## src/rtl/assoc_pkg.sv

```systemverilog
package assoc_pkg;

    typedef enum logic [1:0] {
        ACT_NONE     = 2'd0,
        ACT_UPDATE   = 2'd1,
        ACT_ALLOCATE = 2'd2
    } wr_act_e;

endpackage

```

## src/rtl/assoc_line.sv

```systemverilog
module assoc_line #(
    parameter int ADDR_W = 16,
    parameter int DATA_W = 16
) (
    input  logic              clk,
    input  logic              rst_n,
    input  logic              load_all,
    input  logic              load_data,
    input  logic [ADDR_W-1:0] addr_in,
    input  logic [DATA_W-1:0] wr_data,
    output logic              match,
    output logic [DATA_W-1:0] data_q
);

    logic              valid_q;
    logic [ADDR_W-1:0] tag_q;

    always_ff @(posedge clk or negedge rst_n) begin
        if (!rst_n) begin
            valid_q <= 1'b0;
            tag_q   <= '0;
        end else if (load_all) begin
            valid_q <= 1'b1;
            tag_q   <= addr_in;
        end
    end

    always_ff @(posedge clk or negedge rst_n) begin
        if (!rst_n) begin
            data_q <= '0;
        end else if (load_all || load_data) begin
            data_q <= wr_data;
        end
    end

    always_comb begin
        match = valid_q && (tag_q == addr_in);
    end


    line_quiet_chk: assert property (@(posedge clk) disable iff (!rst_n)
        (!load_all && !load_data) |=> ($stable(tag_q) && $stable(data_q) && $stable(valid_q)));


    line_alloc_chk: assert property (@(posedge clk) disable iff (!rst_n)
        load_all |=> (valid_q && tag_q == $past(addr_in) && data_q == $past(wr_data)));

endmodule

```

## src/rtl/assoc_victim_ptr.sv

```systemverilog
module assoc_victim_ptr #(
    parameter int DEPTH = 8,
    localparam int IDX_W = (DEPTH > 1) ? $clog2(DEPTH) : 1
) (
    input  logic             clk,
    input  logic             rst_n,
    input  logic             advance,
    output logic [IDX_W-1:0] ptr_q
);

    localparam logic [IDX_W-1:0] LAST = IDX_W'(DEPTH - 1);

    always_ff @(posedge clk or negedge rst_n) begin
        if (!rst_n) begin
            ptr_q <= '0;
        end else if (advance) begin
            ptr_q <= (ptr_q == LAST) ? '0 : ptr_q + 1'b1;
        end
    end


    ptr_hold_chk: assert property (@(posedge clk) disable iff (!rst_n)
        !advance |=> $stable(ptr_q));


    ptr_wrap_chk: assert property (@(posedge clk) disable iff (!rst_n)
        (advance && ptr_q == LAST) |=> (ptr_q == '0));


    ptr_step_chk: assert property (@(posedge clk) disable iff (!rst_n)
        (advance && ptr_q != LAST) |=> (ptr_q == $past(ptr_q) + 1'b1));

endmodule

```

## src/rtl/assoc_hit_mux.sv

```systemverilog
module assoc_hit_mux #(
    parameter int DEPTH  = 8,
    parameter int DATA_W = 16
) (
    input  logic [DEPTH-1:0]             word_line,
    input  logic [DEPTH-1:0][DATA_W-1:0] line_data,
    output logic                         any_hit,
    output logic [DATA_W-1:0]            rd_data
);

    always_comb begin
        rd_data = '0;
        for (int i = 0; i < DEPTH; i++) begin
            rd_data = rd_data | (line_data[i] & {DATA_W{word_line[i]}});
        end
        any_hit = |word_line;
    end


    always_comb begin
        one_line_chk: assert ($onehot0(word_line) || $isunknown(word_line));
    end

endmodule

```

## src/rtl/assoc_mem.sv

```systemverilog
module assoc_mem
    import assoc_pkg::*;
#(
    parameter int ADDR_W = 16,
    parameter int DATA_W = 16,
    parameter int DEPTH  = 8
) (
    input  logic              clk,
    input  logic              rst_n,
    input  logic [ADDR_W-1:0] addr_in,
    input  logic              wr_en,
    input  logic [DATA_W-1:0] wr_data,
    output logic [DATA_W-1:0] rd_data,
    output logic              miss
);

    localparam int IDX_W = (DEPTH > 1) ? $clog2(DEPTH) : 1;

    logic [DEPTH-1:0]             word_line;
    logic [DEPTH-1:0][DATA_W-1:0] line_data;
    logic                         any_hit;
    logic [IDX_W-1:0]             victim;
    wr_act_e                      act;

    always_comb begin
        unique case ({wr_en, any_hit})
            2'b11:   act = ACT_UPDATE;
            2'b10:   act = ACT_ALLOCATE;
            default: act = ACT_NONE;
        endcase
    end

    generate
        for (genvar g = 0; g < DEPTH; g++) begin : g_line
            logic sel_alloc;
            logic sel_update;
            always_comb begin
                sel_alloc  = (act == ACT_ALLOCATE) && (victim == IDX_W'(g));
                sel_update = (act == ACT_UPDATE) && word_line[g];
            end
            assoc_line #(
                .ADDR_W(ADDR_W),
                .DATA_W(DATA_W)
            ) u_line (
                .clk      (clk),
                .rst_n    (rst_n),
                .load_all (sel_alloc),
                .load_data(sel_update),
                .addr_in  (addr_in),
                .wr_data  (wr_data),
                .match    (word_line[g]),
                .data_q   (line_data[g])
            );
        end
    endgenerate

    assoc_victim_ptr #(
        .DEPTH(DEPTH)
    ) u_ptr (
        .clk    (clk),
        .rst_n  (rst_n),
        .advance(act == ACT_ALLOCATE),
        .ptr_q  (victim)
    );

    assoc_hit_mux #(
        .DEPTH (DEPTH),
        .DATA_W(DATA_W)
    ) u_mux (
        .word_line(word_line),
        .line_data(line_data),
        .any_hit  (any_hit),
        .rd_data  (rd_data)
    );

    always_comb begin
        miss = !any_hit;
    end


    zero_on_miss_chk: assert property (@(posedge clk) disable iff (!rst_n)
        miss |-> (rd_data == '0));


    alloc_visible_chk: assert property (@(posedge clk) disable iff (!rst_n)
        (wr_en && miss) |=> ((addr_in != $past(addr_in)) || (!miss && rd_data == $past(wr_data))));


    update_visible_chk: assert property (@(posedge clk) disable iff (!rst_n)
        (wr_en && !miss) |=> ((addr_in != $past(addr_in)) || (!miss && rd_data == $past(wr_data))));


    read_keeps_chk: assert property (@(posedge clk) disable iff (!rst_n)
        (!wr_en && !miss) |=> ((addr_in != $past(addr_in)) || (!miss && rd_data == $past(rd_data))));

endmodule

```

## config.mk

```make
export PLATFORM = sky130hd
export DESIGN_NAME = assoc_mem
export DESIGN_NICKNAME = d
export VERILOG_FILES = /design/src/rtl/assoc_pkg.sv /design/src/rtl/assoc_line.sv /design/src/rtl/assoc_victim_ptr.sv /design/src/rtl/assoc_hit_mux.sv /design/src/rtl/assoc_mem.sv
export SDC_FILE = /design/constraint.sdc
export NUM_CORES = 1
export LEC_CHECK = 0
export ABC_AREA = 0
export ABC_CLOCK_PERIOD_IN_PS = 8420
export BUFFER_PORTS_ARGS = -buffer_cell sky130_fd_sc_hd__buf_4
export CAP_MARGIN = 10
export CORE_ASPECT_RATIO = 0.6
export CORE_UTILIZATION = 40
export DETAILED_ROUTE_END_ITERATION = 16
export PLACE_DENSITY_LB_ADDON = 0.08
export SYNTH_ARGS = -nofsm -noshare
export SYNTH_HDL_FRONTEND = slang
export SYNTH_SLANG_ARGS = --single-unit
export TNS_END_PERCENT = 30
```

## constraint.sdc

```tcl
create_clock -name clk -period 8.42 [get_ports clk]
set_clock_uncertainty 0.1 [all_clocks]
set_input_delay 1.684 -clock clk [delete_from_list [all_inputs] [get_ports clk]]
set_output_delay 1.684 -clock clk [all_outputs]
set_load 0.01 [all_outputs]
```

==> results.yml <==
synthesis:
  synth_async_sr_flop_share_pct: 100
  synth.lib_cells_used.distinct: 40
  ys.warnings.count: 0
  syn_area_per_cell_um2: 13.8
  yosys_most_used_dff: "sky130_fd_sc_hd__dfrtp_1"
  synthesis.area_mm2: 0.0129
  xor_xnor_portion_of_the_synthesized_cell_area_pct: 8.72
  synth_fp_nets: 971
  synth_seq_area_share_pct: 52.0
  muxShareOfSynthArea_pct: 23.1
  synth-edff-count: 0
  synth_top_family_by_area: "multiplexers"
  netlist_instances: 930
  yosys_register_bits: 267
  post_synth_and_or_nand_nor_area_fraction_pct: 5.04
  synth-compound-area-share_pct: 5.62
  synth_adder_area_share_pct: 0.584
clock_tree:
  cts.reportedPaths.clkPinSlew_ns: 0.06
  root_buffer: "sky130_fd_sc_hd__clkbuf_16"
  cts_hold_buffers: 0
  insertion_delay_ns: 0.55
  tritoncts: "built"
  cts_made_buffers: 28
  post_cts_repair_resize_count: 0
  post_cts.repair.setup_buffers: 0
  clock_sinks: 267
  cts_max_level: 1
  clock_tree.buffer_depth: 3
global_routing:
  antenna_violations_before_repair: 1
  vias_in_the_first_global_route: 7498
  grt_pass1_wl_um: 49100
  gr-total-overflow: 0
  groute.usage.overall_pct: 20.2
  grt_max_degree: 167
layout:
  antennaDiodeCount: 0
  fin_cells: 1382
  layout_commonest_cell: "sky130_fd_sc_hd__dfrtp_1"
  post_route_cells_drive_above_1_share_pct: 38.7
  final_cell_mix: "sky130_fd_sc_hd__dfrtp_1, sky130_fd_sc_hd__mux2_2, sky130_fd_sc_hd__xnor2_1"
  flow.area_growth_from_synthesis_pct: 10.1
  finish.net_count: 989
critical_path:
  worst_r2r_path_depth: 7
  cpMaxStageDelayCell: "sky130_fd_sc_hd__nor2_2"
  path_max_fanout: 16
  rr_startpoint: "g_line[5].u_line.tag_q[15]"
  crit-reg2reg-capture: "g_line[7].u_line.tag_q[8]"
  crit_chain: "buf_4 > xnor2_1 > nand4_1 > or4_4 > nor2_2 > buf_4 > a22oi_1 > nand3_1 > buf_4"
  endpoint: "rd_data[5]"
  endpoint_kind: "output pin"
  cp_common_cell: "sky130_fd_sc_hd__buf_4"
  cpLargestDelayFamily: "simple AND/OR/NAND/NOR gates"
  crit_type: "in2out"
  reg2reg_slack_ns: 4.13
  cp_data_required_time_ns: 6.64
  timing.critical_path.slowest_cell_delay_ns: 0.93
  worstSetupPathDepth: 9
  start_point_of_the_critical_path: "addr_in[0]"
  critical_path.startpoint_type: "input port"
  cp_num_buf_inv: 3
  cp_data_arrival_time_ns: 4.74
timing:
  setup_slack_ns: 1.90
  maxSlewHeadroom_pct: 14.5
  max_clock_freq_ghz: 0.153
  tns_ns: 0
  worst_margin_pin_slew_ns: 1.27
  layout_worst_path_cycle_share_pct: 77.4
  grt_setup_unrepaired: "no"
  drv_slew: 0
  hold_viol: 0
  timing.final.setup_violations: 0
  layout_min_cycle_time_ns: 6.52
routing:
  first_pass_iters: 11
  wl_um: 31800
  detailroute.via_count: 7278
  route.detailed.vias_per_inst: 5.27
  drt-initial-drc-count: 482
  post-route-drc-count: 5
  route.detailed.wl_per_inst_um: 23.0
  antenna_left: 0
place:
  placed_cells_incl_taps: 1334
  dp_worst_setup_slack_ns: 1.85
  place.gp.congestion: 0.811
  buffer_ports.inserted: 51
  place.detailed.hpwl_um: 20300
die:
  row_count: 50
  fp.coreArea_mm2: 0.0314
  fp.dieW_um: 233
  boundaryPins: 52
  initial_utilization_pct: 40.9
  total_die_area_mm2: 0.0329
  vert_die_dim_um: 141
power_and_ir_drop:
  cellLeakagePower_uw: 0.00590
  power_per_cell_area_mw_per_mm2: 355
  power.ir.vdd_worst_mv: 0.188
run_status:
  status: "finished with violations"
  failed_checks: "design-rule violations"
run:
  max-cap-violations: 0
worst_hold_path:
  hold_path_startpoint: "g_line[2].u_line.valid_q"
  hold_path_class: "reg2reg"
==> synth_stat cells (17+ instances only) <==
| cell type | count | area share [%] |
|---|---|---|
| sky130_fd_sc_hd__a22oi_1 | 33 | 1.9 |
| sky130_fd_sc_hd__buf_4 | 28 | 1.6 |
| sky130_fd_sc_hd__buf_6 | 23 | 2.0 |
| sky130_fd_sc_hd__dfrtp_1 | 267 | 52 |
| sky130_fd_sc_hd__mux2_2 | 232 | 20 |
| sky130_fd_sc_hd__mux2_4 | 18 | 2.1 |
| sky130_fd_sc_hd__nand2_1 | 17 | 0.50 |
| sky130_fd_sc_hd__nand3_1 | 25 | 0.97 |
| sky130_fd_sc_hd__nand4_1 | 22 | 1.1 |
| sky130_fd_sc_hd__xnor2_1 | 98 | 6.7 |
| sky130_fd_sc_hd__xor2_1 | 30 | 2.0 |
==> where the power goes <==
part           internal, uW  switching [uW]  total (uW)
clock network           727             512        1240
logic                   851             633        1480
registers              1930             372        2300
total                  3510            1520        5020
==> metrics by stage <==
stage / util, % / cell area [um^2] / power, uW / hold slack [ns]
after global routing: 45.1 / 14200 / 5330 / 0.388
final: 45.1 / 14200 / 5020 / 0.364
after CTS: 45.1 / 14200 / 5070 / 0.368
after floorplan: - / 12900 / 3420 / 0.325
after detailed placement: 42.2 / 13200 / 3810 / 0.352
after global placement: 42.2 / 13200 / 3780 / 0.346
==> logic make-up after synthesis <==
logic type / count (synthesis)
fa+ha+maj: 6
flops: 267
simple gates: 110
buf+inv: 80
compound gates: 81
mux: 258
xor+xnor: 128
==> how the worst min path moves through the flow <==
stage	slack [ns]	depth (start not counted)	end
after floorplan	0.33	1	g_line[2].u_line.valid_q
after global placement	0.35	1	g_line[3].u_line.valid_q
after detailed placement	0.35	1	g_line[1].u_line.valid_q
after CTS	0.37	1	g_line[0].u_line.valid_q
after global routing	0.39	1	g_line[0].u_line.valid_q
final	0.36	1	g_line[2].u_line.valid_q
==> per-layer routing <==
layer	routed length [um]	global-route usage (%)	part of all wire [%]	vias up
met5	0	0	0	-
met3	1580	3.01	5.0	32
met2	12300	26.6	39	91
met1	17500	34.2	55	3805
met4	405	3.35	1.3	0
li1	-	-	-	3350
==> state kept, by name, summed over array words and instances (netlist names) <==
signal                 flops
g_line.u_line.tag_q      128
g_line.u_line.data_q     128
u_ptr.ptr_q                3
g_line.u_line.valid_q      8
==> layout make-up <==
class	instances	area [um^2]
fill	2889	17200
sequential	267	6680
multi-input combinational	583	5540
clock buffer	43	858
tap	416	520
timing repair buffer	59	463
clock inverter	5	56.3
inverter	9	33.8
Power figures use the tool's default switching activity.
